[config.mk]
export PLATFORM = sky130hd
export DESIGN_NAME = rowstream_mem
export DESIGN_NICKNAME = d
export VERILOG_FILES = /design/src/rtl/rsm_pkg.sv /design/src/rtl/rsm_array.sv /design/src/rtl/rsm_rowbuf.sv /design/src/rtl/rsm_level.sv /design/src/rtl/rowstream_mem.sv
export SDC_FILE = /design/constraint.sdc
export NUM_CORES = 2
export LEC_CHECK = 0
export CORE_ASPECT_RATIO = 1.2
export CORE_MARGIN = 10
export CORE_UTILIZATION = 35
export CTS_BUF_LIST = sky130_fd_sc_hd__clkbuf_16
export DETAILED_ROUTE_END_ITERATION = 8
export PLACE_DENSITY = 0.5
export SLEW_MARGIN = 0
export SYNTH_ARGS = -nofsm -noshare
export SYNTH_HDL_FRONTEND = slang
export SYNTH_SLANG_ARGS = --single-unit
[constraint.sdc]
create_clock -name clk -period 4.2 [get_ports clk]
set_input_delay 0.42 -clock clk [delete_from_list [all_inputs] [get_ports clk]]
set_output_delay 0.42 -clock clk [all_outputs]
set_load 0.01 [all_outputs]
[src/rtl/rsm_pkg.sv]
package rsm_pkg;

    // Random-port operation decoded from the enable and write lines
    typedef enum logic [1:0] {
        RP_IDLE  = 2'd0,
        RP_READ  = 2'd1,
        RP_WRITE = 2'd2
    } rp_op_e;

    // Stream-side control for one cycle; a load overrides a step
    typedef enum logic [1:0] {
        SB_HOLD = 2'd0,
        SB_STEP = 2'd1,
        SB_LOAD = 2'd2
    } sb_act_e;

    function automatic rp_op_e rp_decode(input logic en, input logic we);
        if (!en)
            return RP_IDLE;
        return we ? RP_WRITE : RP_READ;
    endfunction

    function automatic sb_act_e sb_decode(input logic load, input logic step);
        if (load)
            return SB_LOAD;
        return step ? SB_STEP : SB_HOLD;
    endfunction

endpackage

[src/rtl/rsm_array.sv]
module rsm_array
    import rsm_pkg::*;
#(
    parameter int unsigned ROWS = 16,
    parameter int unsigned COLS = 16,
    parameter int unsigned DW   = 8,
    localparam int unsigned RW  = $clog2(ROWS),
    localparam int unsigned CW  = $clog2(COLS)
) (
    input  logic                     clk,
    input  logic                     rst,
    input  rp_op_e                   op,
    input  logic [RW-1:0]            row,
    input  logic [CW-1:0]            col,
    input  logic [DW-1:0]            wdata,
    output logic [DW-1:0]            rdata,
    input  logic [RW-1:0]            xrow,
    output logic [COLS-1:0][DW-1:0]  xrow_words
);

    logic [COLS-1:0][DW-1:0] mem [ROWS];

    // One write-enable decode per row
    for (genvar r = 0; r < ROWS; r++) begin : g_row
        always_ff @(posedge clk) begin
            if (op == RP_WRITE && row == RW'(r))
                mem[r][col] <= wdata;
        end
    end

    always_ff @(posedge clk) begin
        if (rst)
            rdata <= '0;
        else if (op == RP_READ)
            rdata <= mem[row][col];
    end

    // Whole-row read for the transfer path
    assign xrow_words = mem[xrow];

    AST_RDATA_HOLD: assert property (@(posedge clk) disable iff (rst)
        (op != RP_READ) |=> $stable(rdata));

    AST_WRITE_LANDS: assert property (@(posedge clk) disable iff (rst)
        (op == RP_WRITE) |=> (mem[$past(row)][$past(col)] == $past(wdata)));

endmodule

[src/rtl/rsm_rowbuf.sv]
module rsm_rowbuf
    import rsm_pkg::*;
#(
    parameter int unsigned COLS = 16,
    parameter int unsigned DW   = 8,
    localparam int unsigned CW  = $clog2(COLS),
    localparam logic [CW-1:0] LAST = CW'(COLS - 1)
) (
    input  logic                     clk,
    input  logic                     rst,
    input  sb_act_e                  act,
    input  logic [COLS-1:0][DW-1:0]  load_words,
    input  logic [CW-1:0]            start_col,
    output logic [CW-1:0]            pos,
    output logic [DW-1:0]            word,
    output logic                     underrun
);

    logic [COLS-1:0][DW-1:0] held;

    always_ff @(posedge clk) begin
        if (rst) begin
            held     <= '0;
            pos      <= '0;
            underrun <= 1'b0;
        end else begin
            unique case (act)
                SB_LOAD: begin
                    held     <= load_words;
                    pos      <= start_col;
                    underrun <= 1'b0;
                end
                SB_STEP: begin
                    if (pos == LAST) begin
                        pos      <= '0;
                        underrun <= 1'b1;
                    end else begin
                        pos <= pos + 1'b1;
                    end
                end
                default: ;
            endcase
        end
    end

    assign word = held[pos];

    AST_STEP_ONE: assert property (@(posedge clk) disable iff (rst)
        (act == SB_STEP && pos != LAST) |=> (pos == $past(pos) + 1'b1));

    AST_HOLD_POS: assert property (@(posedge clk) disable iff (rst)
        (act == SB_HOLD) |=> ($stable(pos) && $stable(word)));

    AST_WRAP_FLAG: assert property (@(posedge clk) disable iff (rst)
        (act == SB_STEP && pos == LAST) |=> (pos == '0 && underrun));

    AST_UNDER_STICKY: assert property (@(posedge clk) disable iff (rst)
        (underrun && act != SB_LOAD) |=> underrun);

    AST_LOAD_WINS: assert property (@(posedge clk) disable iff (rst)
        (act == SB_LOAD) |=> (!underrun && pos == $past(start_col)));

endmodule

[src/rtl/rsm_level.sv]
module rsm_level #(
    parameter int unsigned COLS = 16,
    localparam int unsigned CW  = $clog2(COLS)
) (
    input  logic [CW-1:0] pos,
    input  logic [CW:0]   thresh,
    output logic          low
);

    logic [CW:0] left;

    // Words still to stream, counting the one on the output
    assign left = (CW+1)'(COLS) - {1'b0, pos};
    assign low  = (left <= thresh);

endmodule

[src/rtl/rowstream_mem.sv]
module rowstream_mem
    import rsm_pkg::*;
#(
    parameter int unsigned ROWS = 16,
    parameter int unsigned COLS = 16,
    parameter int unsigned DW   = 8,
    localparam int unsigned RW  = $clog2(ROWS),
    localparam int unsigned CW  = $clog2(COLS)
) (
    input  logic           clk,
    input  logic           rst,
    input  logic           rp_en,
    input  logic           rp_we,
    input  logic [RW-1:0]  rp_row,
    input  logic [CW-1:0]  rp_col,
    input  logic [DW-1:0]  rp_wdata,
    output logic [DW-1:0]  rp_rdata,
    input  logic           xfer_req,
    input  logic [RW-1:0]  xfer_row,
    input  logic [CW-1:0]  xfer_col,
    input  logic           shift_pulse,
    input  logic [CW:0]    lw_thresh,
    output logic [DW-1:0]  vid_data,
    output logic           low_water,
    output logic           underrun
);

    rp_op_e                  op;
    sb_act_e                 act;
    logic [COLS-1:0][DW-1:0] row_words;
    logic [CW-1:0]           pos;

    assign op  = rp_decode(rp_en, rp_we);
    assign act = sb_decode(xfer_req, shift_pulse);

    rsm_array #(.ROWS(ROWS), .COLS(COLS), .DW(DW)) u_array (
        .clk        (clk),
        .rst        (rst),
        .op         (op),
        .row        (rp_row),
        .col        (rp_col),
        .wdata      (rp_wdata),
        .rdata      (rp_rdata),
        .xrow       (xfer_row),
        .xrow_words (row_words)
    );

    rsm_rowbuf #(.COLS(COLS), .DW(DW)) u_rowbuf (
        .clk        (clk),
        .rst        (rst),
        .act        (act),
        .load_words (row_words),
        .start_col  (xfer_col),
        .pos        (pos),
        .word       (vid_data),
        .underrun   (underrun)
    );

    rsm_level #(.COLS(COLS)) u_level (
        .pos    (pos),
        .thresh (lw_thresh),
        .low    (low_water)
    );

    AST_XFER_CLEARS: assert property (@(posedge clk) disable iff (rst)
        xfer_req |=> !underrun);

endmodule

======== Word level (Yosys, flattened, before mapping) ========
Memories as Yosys holds them, arrays and structs flattened. A register that Yosys moved wholly into a read port is not among the register bits.
Cells that the tools add are included.
storage, ports and cells
  RAM bits ................................ 2,048
  input port bits ......................... 35
  memories kept ........................... 1
  bits in registers ....................... 13
  word-level logic and storage cells ...... 159
cells by class
  add/sub/neg operators ................... 2
  equal/unequal tests ..................... 21
  mux-type cells .......................... 93
  reductions and logical operators ........ 35
  order comparisons ....................... 4
memories
  memory       words  width  read ports  clocked after Yosys merged registers in  wr ports  RTL line         text
  u_array.mem  16     128    2           1                                        1         rsm_array.sv:21  logic [COLS-1:0][DW-1:0] mem [ROWS];
operators with widths
  kind                                                               count
  2-to-1 mux 128 bit                                                 46
  OR reduction 128 bit                                               15
  binary-select mux 8 bit (select 4 bit)                             2
  2-to-1 mux 4 bit                                                   16
  == test 4 bit, second input constant                               9
  demux 8 bit (select 4 bit)                                         1
  2-to-1 mux 8 bit                                                   3
  2-to-1 mux 1 bit                                                   19
  logical AND 1 bit                                                  17
  == test 4 x 3 -> 1 bit, second input constant                      4
  < comparator 4 x 5 -> 1 bit, second input constant                 2
  == test 4 x 2 -> 1 bit, second input constant                      2
  2-to-1 mux 2 bit                                                   4
  case mux 4 bit (2 select lines)                                    1
  <= comparator 5 bit                                                1
  subtractor 5 x 4 -> 5 bit, first input constant                    1
  adder 4 x 1 -> 4 bit, second input constant                        1
  == test 2 x 1 -> 1 bit, second input constant                      2
  == test 2 bit, second input constant                               2
  == test 4 x 1 -> 1 bit, second input constant                      1
  greater-or-equal comparator 4 x 1 -> 1 bit, second input constant  1
  zero test 4 bit                                                    1
  != test 2 x 1 -> 1 bit, second input constant                      1
  case mux 1 bit (2 select lines)                                    1
  other kinds (2)                                                    2

======== Longest topological paths before layout ========
  depth after elaboration ................. 22
  mapped depth ............................ 13
  mapped depth without buffers ............ 9

======== Modules after synthesis ========
A second synthesis with hierarchy kept.
second synthesis, totals
  cells, all modules ...................... 5,275
  area, all modules ....................... 101,376.0 µm²
by module, submodules not included
  module         cells an instance  area an instance (µm²)  instances
  rsm_array      4,693              95,318.9                1
  rsm_rowbuf     556                5,869.4                 1
  rsm_level      23                 165.2                   1
  rowstream_mem  3                  22.5                    1

======== Worst setup path before layout ========
Ideal clock, no wire load.
  path type ............................... register to output
  start point ............................. register u_rowbuf.pos[0]
  end point ............................... output port low_water
  setup slack ............................. 0.909 ns
  arrival ................................. 2.871 ns
  cell stages (with the launch flop) ...... 13
  cell sequence ........................... dfxtp_1 clkbuf_1 clkbuf_1 buf_1 inv_1 ha_1 ha_1 nor2b_1 o21ai_0 nand2b_1 a21oi_1 nor2b_1 o22ai_1
on the way
  cells in the longest elaborated chain, start to end .. 2
RTL lines
  element                    RTL line             text
  start: declaration         rsm_rowbuf.sv:14     output logic [CW-1:0] pos,
  start signal: assignment   rsm_rowbuf.sv:30     pos <= start_col;
  start signal: assignment   rsm_rowbuf.sv:38     pos <= pos + 1'b1;
  subtractor 5 x 4 -> 5 bit  rsm_level.sv:13      assign left = (CW+1)'(COLS) - {1'b0, pos};
  <= comparator 5 bit        rsm_level.sv:14      assign low = (left <= thresh);
  end: declaration           rowstream_mem.sv:24  output logic low_water,
No other way between the ends.

======== Worst setup path after layout ========
  start point ............................. register u_rowbuf.pos[0]
  end point ............................... output port vid_data[6]
on the way
  cells in the longest elaborated chain, start to end .. 2
RTL lines
  element                                 RTL line             text
  binary-select mux 8 bit (select 4 bit)  rsm_rowbuf.sv:46     assign word = held[pos];
  2-to-1 mux 8 bit (not written as such)  rsm_rowbuf.sv:46
  end: declaration                        rowstream_mem.sv:23  output logic [DW-1:0] vid_data,
No other way between the ends. The select of a mux whose other input is x is not followed.

==> results <==
- The run finished with clean final reports.
- The standard cell with the maximum stage delay on the critical path is mux4_2.
- For this configuration, the core starts out at a cell density of 0.352.
- The critical-path maximum fanout is 16.
- The launch instance of the worst min-delay path is xfer_col[0].
- The H-tree generated during clock tree synthesis spans 4 levels.
- The cell count after synthesis came out at 5,111.
- The tightest min-delay check is of the in -> reg type.
- The wire length of the first global-routing pass is 491,000 um.
- The number of global-route vias before repair is 59,200.
- The relative area change from synthesis to final layout is 15.8%.
- The total number of placement rows is 215.
- The flip-flop and latch count after synthesis is 2,189.
- In the routed design, unresolved DRC markers number 0.
- The clock tree from TritonCTS is done.
- Each instance of the synthesized netlist takes up on average 19.7 um2.
- Entering global routing, the biggest net connects 168 pins.
- The die is 510 um wide.
- The fraction of the yosys area taken by sequential cells is 0.638.
- The critical path startpoint category is a flip-flop.
- Global routing finished with a remaining overflow of 0.
- For this run, the leading register cell type out of synthesis is edfxtp_1.
- The post-synthesis instance area is 101,000 um2.
- The library cell appearing most often on the critical path is mux4_2.
- The worst register-to-register path begins at u_array.mem[2][55].
- The DRC violation total after the first TritonRoute iteration is 6,092.
- The number of failing hold endpoints at the final stage came to 0.
- The final layout contains routed wiring with a total length of 355,000 um.
- Leaving out filler cells and counting taps, the final layout contains 9,545.
- For the pin with the worst max-slew slack, the measured transition is 1.37 ns.
- The max-slew violation total from the final report is 0.
- Setup repair after global routing left no endpoint under its margin.
- In the post-route analysis, the smallest setup slack over all paths is 0.137 ns.
- OpenSTA, run right after detailed placement, puts the worst setup slack at -0.152 ns.
- The number of top-level pins is 53.
- The maximum clock rate is 0.246 GHz.
- The placed cell count is 9,107.
- Dividing total power by cell area gives a power density of 417 nW/um2.
- The later pin in the worst-skew pair is clocked with a latency of 0.95 ns.
- Counting both buffers and inverters, the worst setup path holds a total of 3.
- The proportion of layout cells with a drive suffix above 1 is 0.373.
- Detailed placement finished with a half-perimeter wire length of 239,000 um.
- The sink count of the clock tree is 2,189.
- Of all flip-flops after synthesis, the portion carrying an async set or reset was 0.
- Across the routed clock network, the largest skew measured is 0.113 ns.
- The synthesized netlist net count is 5,153.
- The count of buffers inserted at the top-level ports is 52.
- The most critical setup path has its startpoint at u_rowbuf.pos[0].
- STA classifies the critical path endpoint as an output port.
- The data required time of the critical path is 3.78 ns.
- The number of iterations in the first detailed-routing pass is 8.
- The multi-input combinational cells in the finished layout cover a total of 34,500 um2.
- The sequential cells in the finished layout cover a total of 64,300 um2.
- The clock passes through at most 4 buffers.
- The kind of cell adding the most delay to the critical path is multiplexers.
- The floorplan die area is 310,000 um2.
- Fill cells in the final layout number 25,400.
- The highest cell delay on the worst timing path is 0.66 ns.
- The kind of critical path is reg -> out.
- Counting I/O delays and the setup requirement, the final critical path takes 4.06 ns.
- The tree is rooted in a clkbuf_16.
- Of the available clock period, the critical path in the final layout requires 0.967.
- For this run, the total global-route usage over all layers was measured as 0.225.
- The signal on the critical path passes through buf_4 > buf_12 > mux4_2 > mux4_2 > clkdlybuf4s50_1.
- The initial antenna violation count was 17.
- In the routed layout, each cell is associated on average with a via count of 5.96.
- The average wire per standard cell is 37.2 um.
- The count of yosys warnings during synthesis is 0.
- In this run, synthesis inferred 2,048 flip-flops with an integrated enable.
- From bottom edge to top edge, the die measures 608 um.
- The CTS buffer count is 235.
- The core utilization of the finished layout is 0.408.
- The final count of negative-setup-slack endpoints is 0.
- The synthesized netlist contains 71 unique library cells.
- The critical path data arrival time is 3.64 ns.
- Clock-pin slew was measured on the worst setup and hold paths at 0.06 ns.
- The remaining max-slew budget at the tightest pin is 0.0815.
- The maximum vdd drop is 332 uV.
- Summed over all cells, the static leakage comes to 0.0377 uW.
- The tool flagged a number of max-cap violations equal to 0.
- The core region is 286,000 um2.
- The routed layout has 56,900 vias.
- Routability-driven placement finished with a final weighted congestion of 0.877.
- The final-stage net count is 5,597.
- The residual antenna-violating net count after detailed routing is 0.
cells by family (layout without fill, tap and decap cells):
logic type | after synthesis | count (layout) | share of synthesized area
DFF | 2189 | 2189 | 0.638
muxes | 1461 | 1461 | 0.290
and+or+nand+nor | 777 | 777 | 0.0320
buffers and inverters | 428 | 1059 | 0.0213
AOI/OAI and AO/OA | 246 | 246 | 0.0180
adders and majority gates | 7 | 7 | 0.000868
xor gates and xnor gates | 3 | 3 | 0.000260
other | 0 | 6 | 0
layout by cell type (no fill, tap or decap), drive strengths merged, types with 16 or more instances in the layout:
cell and n:
nor2b 16, inv 70, mux4 1169, clkdlybuf4s50 30, a22oi 22, nand3 42, a21oi 41, edfxtp 2048
dfxtp 141, o22ai 31, buf 581, clkbuf 249, mux2i 288, bufinv 20, nor3 22, a32oi 53
clkinv 93, nand2 195, nor2 440
power breakdown:
part	switching (uW)	internal, uW
clock network	8880	11500
registers	130	24000
logic	2580	1730
total	11600	37200
repair_timing:
action / 4_1_cts / 5_1_grt
endpoints found under the setup margin: 9 / 1
gates resized for setup: 1 / 0
endpoints found under the hold margin: 13 / 0
hold buffers: 3 / 0
buffers inserted: 0 / 5
registers in the layout, summed over array words and instances (netlist names):
register	flops
u_array.mem	2048
u_rowbuf.held	128
u_array.rdata	8
u_rowbuf.pos	4
u_rowbuf.underrun	1
area by class of cell:
class / instances / share of cell area
Sequential cell: 2189 / 0.550
Multi-Input combinational cell: 2494 / 0.295
Clock buffer: 240 / 0.0514
Timing Repair Buffer: 623 / 0.0500
Tap cell: 3797 / 0.0406
Clock inverter: 184 / 0.0118
Inverter: 12 / 0.000460
Antenna cell: 6 / 0.000128
per-layer routing:
metal,wire (um),share of wire,vias to the layer above,GRT usage
met4,20300,0.057,8,0.107
met3,22200,0.063,616,0.0383
met1,136000,0.38,31200,0.283
met5,51,0.00014,-,0
li1,-,-,22700,-
met2,176000,0.50,2351,0.376
through the flow:
stage | total power [uW] | instance area [um2] | hold slack (ns) | TNS [ns]
after global routing | 50200 | 117000 | 0.0512 | 0
after global placement | 28900 | 109000 | 0.467 | -0.159
after floorplan | 26800 | 101000 | 0.455 | 0
final | 48800 | 117000 | 0.0838 | 0
after detailed placement | 28900 | 109000 | 0.480 | -0.152
after CTS | 49200 | 117000 | 0.0229 | 0
synthesized netlist by cell type, drive strengths merged, types with 3 or more instances:
cell,number,area share
a22o,11,0.00095
a311o,3,0.00030
nand4,10,0.00062
edfxtp,2048,0.61
mux2,4,0.00045
o31ai,3,0.00022
a211o,3,0.00026
a21oi,41,0.0020
inv,11,0.00041
a32oi,53,0.0046
a22oi,22,0.0016
o22ai,31,0.0019
dfxtp,141,0.028
nand3,42,0.0021
a31o,3,0.00026
buf,241,0.014
nand2b,7,0.00043
a221oi,3,0.00026
o21ai,13,0.00064
nor2b,16,0.00099
ha,7,0.00087
a31oi,9,0.00056
a311oi,8,0.00069
nand2,195,0.0073
or3,3,0.00019
nor3,22,0.0011
mux4,1169,0.26
clkbuf,175,0.0065
a211oi,10,0.00074
and2,6,0.00037
or2,4,0.00025
a41oi,3,0.00026
mux2i,288,0.029
and3,9,0.00056
nor4,8,0.00050
nand3b,3,0.00022
o211ai,13,0.00097
nor2,440,0.016
or3b,3,0.00026
path summary, 6_finish.rpt:
path | endpoint | slack [ns] | cells past startpoint
hold / removal | u_rowbuf.pos[0] | 0.08 | 3
hold reg to reg | u_rowbuf.held[119] | 0.49 | 2
setup / recovery | vid_data[6] | 0.14 | 5
setup reg to reg | u_array.rdata[7] | 0.99 | 6
worst reg2reg max path: cells and delay by family, from the launching register on:
kind / cells / cell delay [ns]
mux: 2 / 1.04
compound gates: 2 / 0.84
flops: 1 / 0.41
simple gates: 2 / 0.85
Power figures use the tool's default switching activity.
